### src/rtl/mon_pkg.sv
package mon_pkg;

    localparam int DATA_W     = 8;
    localparam int REG_AW     = 6;
    localparam int REG_DW     = 32;
    localparam int FRM_CNT_W  = 32;
    localparam int WIDE_CNT_W = 64;
    localparam int CRC_W      = 32;
    localparam int HALF_W     = WIDE_CNT_W / 2;

    localparam logic [CRC_W-1:0] CRC_SEED     = 32'hFFFF_FFFF;
    localparam logic [CRC_W-1:0] CRC_POLY_REV = 32'hEDB8_8320;
    localparam logic [CRC_W-1:0] CRC_MAGIC    = 32'hC704_DD7B;
    localparam logic [REG_DW-1:0] TARGET_RST  = 32'hFFFF_FFFF;

    typedef enum logic [2:0] {
        RG_TARGET  = 3'd0,
        RG_PASS    = 3'd1,
        RG_FAIL    = 3'd2,
        RG_BYTE_LO = 3'd3,
        RG_BYTE_HI = 3'd4,
        RG_CYC_LO  = 3'd5,
        RG_CYC_HI  = 3'd6,
        RG_CTRL    = 3'd7
    } reg_sel_e;

    typedef struct packed {
        logic              valid;
        logic              sop;
        logic              eop;
        logic [DATA_W-1:0] data;
    } beat_t;

    typedef struct packed {
        logic fin;
        logic good;
    } verdict_t;

    typedef struct packed {
        logic [FRM_CNT_W-1:0]  pass;
        logic [FRM_CNT_W-1:0]  fail;
        logic [WIDE_CNT_W-1:0] bytes;
        logic [WIDE_CNT_W-1:0] cycles;
        logic                  done;
    } stats_t;

    function automatic logic [CRC_W-1:0] crc_step(input logic [CRC_W-1:0] c_in,
                                                  input logic [DATA_W-1:0] d);
        logic [CRC_W-1:0] c;
        c = c_in;
        for (int i = 0; i < DATA_W; i++) begin
            if (c[0] ^ d[i]) c = (c >> 1) ^ CRC_POLY_REV;
            else             c = c >> 1;
        end
        return c;
    endfunction

    function automatic logic [CRC_W-1:0] bit_rev(input logic [CRC_W-1:0] v);
        logic [CRC_W-1:0] r;
        for (int i = 0; i < CRC_W; i++) r[i] = v[CRC_W-1-i];
        return r;
    endfunction

endpackage

### src/rtl/mon_crc_check.sv
module mon_crc_check
    import mon_pkg::*;
(
    input  logic     clk,
    input  logic     rst,
    input  logic     clr,
    input  beat_t    beat_i,
    output verdict_t verdict_o
);
    logic [CRC_W-1:0] crc_q;
    logic [CRC_W-1:0] seed;
    logic [CRC_W-1:0] crc_nx;

    always_comb begin
        seed           = beat_i.sop ? CRC_SEED : crc_q;
        crc_nx         = crc_step(seed, beat_i.data);
        verdict_o.fin  = beat_i.valid && beat_i.eop;
        verdict_o.good = verdict_o.fin && (bit_rev(crc_nx) == CRC_MAGIC);
    end

    always_ff @(posedge clk) begin
        if (rst || clr)        crc_q <= CRC_SEED;
        else if (beat_i.valid) crc_q <= crc_nx;
    end
endmodule

### src/rtl/mon_counters.sv
module mon_counters
    import mon_pkg::*;
(
    input  logic                 clk,
    input  logic                 rst,
    input  logic                 clr,
    input  beat_t                beat_i,
    input  verdict_t             verdict_i,
    input  logic [REG_DW-1:0]    target_i,
    output stats_t               stats_o
);
    stats_t               st_q;
    logic                 running_q;
    logic                 start_now;
    logic [FRM_CNT_W-1:0] total_nx;

    always_comb begin
        start_now = beat_i.valid && beat_i.sop;
        total_nx  = st_q.pass + st_q.fail + FRM_CNT_W'(1);
    end

    always_ff @(posedge clk) begin
        if (rst || clr) begin
            st_q      <= '0;
            running_q <= 1'b0;
        end else if (!st_q.done) begin
            if (beat_i.valid)
                st_q.bytes <= st_q.bytes + WIDE_CNT_W'(1);
            if (running_q || start_now) begin
                st_q.cycles <= st_q.cycles + WIDE_CNT_W'(1);
                running_q   <= 1'b1;
            end
            if (verdict_i.fin) begin
                if (verdict_i.good) st_q.pass <= st_q.pass + FRM_CNT_W'(1);
                else                st_q.fail <= st_q.fail + FRM_CNT_W'(1);
                if (total_nx == target_i) st_q.done <= 1'b1;
            end
        end
    end

    assign stats_o = st_q;
endmodule

### src/rtl/mon_regs.sv
module mon_regs
    import mon_pkg::*;
(
    input  logic              clk,
    input  logic              rst,
    input  logic              reg_wr,
    input  logic              reg_rd,
    input  logic [REG_AW-1:0] reg_addr,
    input  logic [REG_DW-1:0] reg_wdata,
    output logic [REG_DW-1:0] reg_rdata,
    input  stats_t            stats_i,
    output logic [REG_DW-1:0] target_o,
    output logic              clr_o
);
    logic [REG_DW-1:0] target_q;
    logic              clr_q;
    logic [HALF_W-1:0] byte_hi_q;
    logic [HALF_W-1:0] cyc_hi_q;
    logic [REG_DW-1:0] rdata_q;
    logic [REG_DW-1:0] rd_mux;
    logic              mapped;
    reg_sel_e          sel;

    always_comb begin
        sel    = reg_sel_e'(reg_addr[4:2]);
        mapped = (reg_addr[REG_AW-1] == 1'b0) && (reg_addr[1:0] == 2'b00);
        case (sel)
            RG_TARGET:  rd_mux = target_q;
            RG_PASS:    rd_mux = stats_i.pass;
            RG_FAIL:    rd_mux = stats_i.fail;
            RG_BYTE_LO: rd_mux = stats_i.bytes[HALF_W-1:0];
            RG_BYTE_HI: rd_mux = byte_hi_q;
            RG_CYC_LO:  rd_mux = stats_i.cycles[HALF_W-1:0];
            RG_CYC_HI:  rd_mux = cyc_hi_q;
            RG_CTRL:    rd_mux = {29'd0, stats_i.done, 1'b0, clr_q};
            default:    rd_mux = '0;
        endcase
    end

    always_ff @(posedge clk) begin
        if (rst) begin
            target_q  <= TARGET_RST;
            clr_q     <= 1'b0;
            byte_hi_q <= '0;
            cyc_hi_q  <= '0;
            rdata_q   <= '0;
        end else begin
            clr_q <= 1'b0;
            if (reg_wr && mapped) begin
                if (sel == RG_TARGET) target_q <= reg_wdata;
                if (sel == RG_CTRL)   clr_q    <= reg_wdata[0];
            end
            if (reg_rd) begin
                rdata_q <= mapped ? rd_mux : '0;
                if (mapped && sel == RG_BYTE_LO) byte_hi_q <= stats_i.bytes[WIDE_CNT_W-1:HALF_W];
                if (mapped && sel == RG_CYC_LO)  cyc_hi_q  <= stats_i.cycles[WIDE_CNT_W-1:HALF_W];
            end
        end
    end

    assign reg_rdata = rdata_q;
    assign target_o  = target_q;
    assign clr_o     = clr_q;
endmodule

### src/rtl/eth_rx_monitor.sv
module eth_rx_monitor
    import mon_pkg::*;
(
    input  logic              clk,
    input  logic              rst,
    input  logic              in_valid,
    output logic              in_ready,
    input  logic [DATA_W-1:0] in_data,
    input  logic              in_sop,
    input  logic              in_eop,
    input  logic              reg_wr,
    input  logic              reg_rd,
    input  logic [REG_AW-1:0] reg_addr,
    input  logic [REG_DW-1:0] reg_wdata,
    output logic [REG_DW-1:0] reg_rdata
);
    beat_t             beat_w;
    verdict_t          verdict_w;
    stats_t            stats_w;
    logic [REG_DW-1:0] target_w;
    logic              clr_w;

    assign in_ready = 1'b1;
    assign beat_w   = '{valid: in_valid, sop: in_sop, eop: in_eop, data: in_data};

    mon_crc_check u_crc (
        .clk       (clk),
        .rst       (rst),
        .clr       (clr_w),
        .beat_i    (beat_w),
        .verdict_o (verdict_w)
    );

    mon_counters u_cnt (
        .clk       (clk),
        .rst       (rst),
        .clr       (clr_w),
        .beat_i    (beat_w),
        .verdict_i (verdict_w),
        .target_i  (target_w),
        .stats_o   (stats_w)
    );

    mon_regs u_regs (
        .clk       (clk),
        .rst       (rst),
        .reg_wr    (reg_wr),
        .reg_rd    (reg_rd),
        .reg_addr  (reg_addr),
        .reg_wdata (reg_wdata),
        .reg_rdata (reg_rdata),
        .stats_i   (stats_w),
        .target_o  (target_w),
        .clr_o     (clr_w)
    );
endmodule

### config.mk
export PLATFORM = sky130hd
export DESIGN_NAME = eth_rx_monitor
export DESIGN_NICKNAME = d
export VERILOG_FILES = /design/src/rtl/mon_pkg.sv /design/src/rtl/mon_crc_check.sv /design/src/rtl/mon_counters.sv /design/src/rtl/mon_regs.sv /design/src/rtl/eth_rx_monitor.sv
export SDC_FILE = /design/constraint.sdc
export NUM_CORES = 1
export LEC_CHECK = 0
export CAP_MARGIN = 20
export CORE_UTILIZATION = 63
export CTS_BUF_LIST = sky130_fd_sc_hd__clkbuf_4 sky130_fd_sc_hd__clkbuf_8
export DETAILED_ROUTE_END_ITERATION = 10
export GPL_ROUTABILITY_DRIVEN = 1
export PLACE_DENSITY = 0.85
export SLEW_MARGIN = 10
export SYNTH_ARGS = -nofsm -noshare
export SYNTH_HDL_FRONTEND = slang
export SYNTH_HIERARCHICAL = 1
export SYNTH_SLANG_ARGS = --single-unit
### constraint.sdc
create_clock -name clk -period 6.14 [get_ports clk]
set_clock_uncertainty 0.05 [all_clocks]
set_input_delay 0.614 -clock clk [delete_from_list [all_inputs] [get_ports clk]]
set_output_delay 0.614 -clock clk [all_outputs]
set_load 0.05 [all_outputs]
==> reports/qor.yml <==
grt_overflow: 0
cp_common_cell: "nor2_1"
area_growth_pct: 10.7
nets: 2544
cts.hold.buffers_added: 0
worst_slew_pin_slew_ps: 981
gp_congestion: 1.00
io_buffers: 84
drc: 0
layout-drive-gt1-share_pct: 8.89
fmax_mhz: 194
clock_path_buffers: 3
cp-end-kind: "flop"
synth.avg_cell_area_um2: 8.31
cts_tree: "done"
synth_cell_types: 98
critPathArrivalTime_ps: 5590
drtIter0Drc: 1994
worst-path-stages: 18
synth-seq-area-share_pct: 35.3
synthesis.nets: 2512
finalCritPeriodShare_pct: 83.8
routed_via_density: 6.39
fin_cells: 2900
synth-async-reset-ratio_pct: 0
cellPowerDensity_nw_per_um2: 251
post_cts_buffers: 0
crit_family: "simple AND/OR/NAND/NOR gates"
design.core.area_um2: 31500
syn_inst: 2422
ys_ff_latch: 355
synth-edff-count: 0
antenna_cells: 0
cts_resized: 0
synth_top_area_share_pct: 35.3
crit_required_ps: 6580
slew_viol_final: 0
num_vias: 18542
numCtsBuffers: 57
ys_dominant_reg_cell: "dfxtp_1"
antenna_found_initial: 0
min_path_type: "primary input to flop"
first_pass_iters: 7
fin_tns_setup_ps: 0
grt_pass1_vias: 17703
power.share.sequential_pct: 43.6
fin_crit_ps: 5150
grt_pass1_wl_mm: 100
netlist_top_cells_count: "dfxtp_1 (355), nand2_1 (336), nor2_1 (244)"
critPathMaxFanout: 9
ir_worst_vdd_mv: 0.225
insertion_delay_ps: 680
die-width_um: 181
cts_sinks: 355
slew_headroom_pct: 32.9
detail-route-antenna-nets: 0
rsz0062_at_grt: "false"
grt_usage_pct: 39.3
synth_top_area_cell: "dfxtp_1"
grt_max_degree: 77
clock-root-buffer: "clkbuf_8"
ioPinCount: 86
htree_levels: 2
p_clk_share_pct: 40.4
drv_cap: 0
num_rows: 65
synth_area_um2: 20100
status: "finished clean"
p_leak_nw: 8.02
startpoint_type: "primary input"
synth.area.top_cells: "dfxtp_1 (35%), xnor2_1 (7.1%), nand2_1 (6.3%)"
wirelength_mm: 64.7
hold_depth: 3
switchingPower_w: 0.00157
path_buf_inv: 1
hpwl_mm: 47.3
die_h_um: 181
dp.cells: 2795
cp_cell_sequence: "clkdlybuf4s50_1 > nor2_1 > xnor2_2 > xnor3_2 > xor2_2 > nor3_2 > a31oi_1 > or4_1 > nor4_2 > and3b_1 > and4_1 > nand2_1 > nor2_1 > nand3_1 > nor3_1 > nand4_1 > xor2_1 > nor2_1"
wl_per_cell_um: 22.3
cp_slowest_cell: "clkdlybuf4s50_1"
hold_viol: 0
yosysMostFrequentCell: "dfxtp_1"
die_area_um2: 32700
reg2regPathDepth: 17
finalSetupViolCount: 0
slowest_delay_ps: 690
power.share.switching_pct: 28.0
intPower_w: 0.00402
yosys_warnings: 6
clkTransAtPathRegs_ps: 70
start_util_pct: 63.9
combPwrFrac_pct: 16.0
path_class: "primary input to flop"
==> stage by stage <==
step / instance area [um2] / setup slack [ps] / utilization, % / hold slack, ps / total power, W
final: 22300 / 992 / 70.8 / 196 / 0.00558
after global placement: 21000 / 616 / 66.7 / 384 / 0.00335
after floorplan: 20100 / 1530 / - / 383 / 0.00314
after detailed placement: 21000 / 459 / 66.7 / 391 / 0.00336
after global routing: 22300 / 709 / 70.8 / 211 / 0.00578
after CTS: 22200 / 1070 / 70.7 / 168 / 0.00559
==> placed cells by master (no fill, tap or decap), types with 71 or more instances in the layout <==
cell and instances:
nand2_1 336, xnor2_1 163, xor2_1 133, dfxtp_1 355
nor2_1 242, nand3_1 87, o21ai_0 92, a21oi_1 145
clkdlybuf4s50_1 79, clkbuf_8 71
==> worst min-delay path, delay by kind of cell <==
family                 cells  cell delay [ps]
buffers and inverters      1              120
AND/OR/NAND/NOR            2              140
==> layout make-up <==
| type | instances | area (um2) |
|---|---|---|
| clock buffers | 92 | 1130 |
| multi-input cells | 1895 | 12200 |
| well taps | 402 | 503 |
| repair buffers | 111 | 1030 |
| inverters | 34 | 128 |
| fillers | 2410 | 9200 |
| clock inverters | 11 | 131 |
| flip-flops and latches | 355 | 7110 |
==> power by group through the flow <==
stage	Combinational, W	Clock [W]	Sequential, W
CTS	0.000886	0.00227	0.00243
global route	0.000963	0.00238	0.00244
floorplan	0.000691	0	0.00245
global placement	0.000869	0	0.00248
detailed placement	0.000879	0	0.00248
finish	0.000893	0.00226	0.00243
==> flip-flops by register name, indices dropped and copies added, names as in the netlist <==
register          count
u_crc/crc_q          32
u_regs/byte_hi_q     32
u_regs/clr_o          1
u_regs/reg_rdata     32
u_cnt/running_q       1
u_regs/cyc_hi_q      32
u_regs/target_o      32
u_cnt/stats_o       193
==> path summary, 6_finish.rpt <==
check	startpoint	to	slack, ps
setup reg to reg	u_crc/crc_q[4]	u_cnt/stats_o[191]	1100
hold reg to reg	u_regs/reg_rdata[24]	u_regs/reg_rdata[24]	400
hold / removal	in_valid	u_crc/crc_q[0]	200
setup / recovery	in_sop	u_cnt/stats_o[191]	990
==> layer usage <==
metal	wire (um)	GRT usage, %	up-vias	share of wire (%)
met5	0	0	-	0
met4	3150	19.3	0	4.9
met3	5700	6.21	206	8.8
met2	30600	65.5	976	47
met1	25200	49.3	8833	39
li1	-	-	8527	-
==> cells by family (layout without fill, tap and decap cells) <==
family	after synthesis	in the layout	share of synthesized area [%]
buf+inv	172	248	3.93
flops	355	355	35.3
compound gates	480	480	15.7
other cells	1	1	0.0186
xor+xnor	305	305	13.8
simple gates	999	999	24.3
mux	73	73	4.63
fa+ha+maj	37	37	2.34
Note: power is estimated with default switching activity, not from simulation.
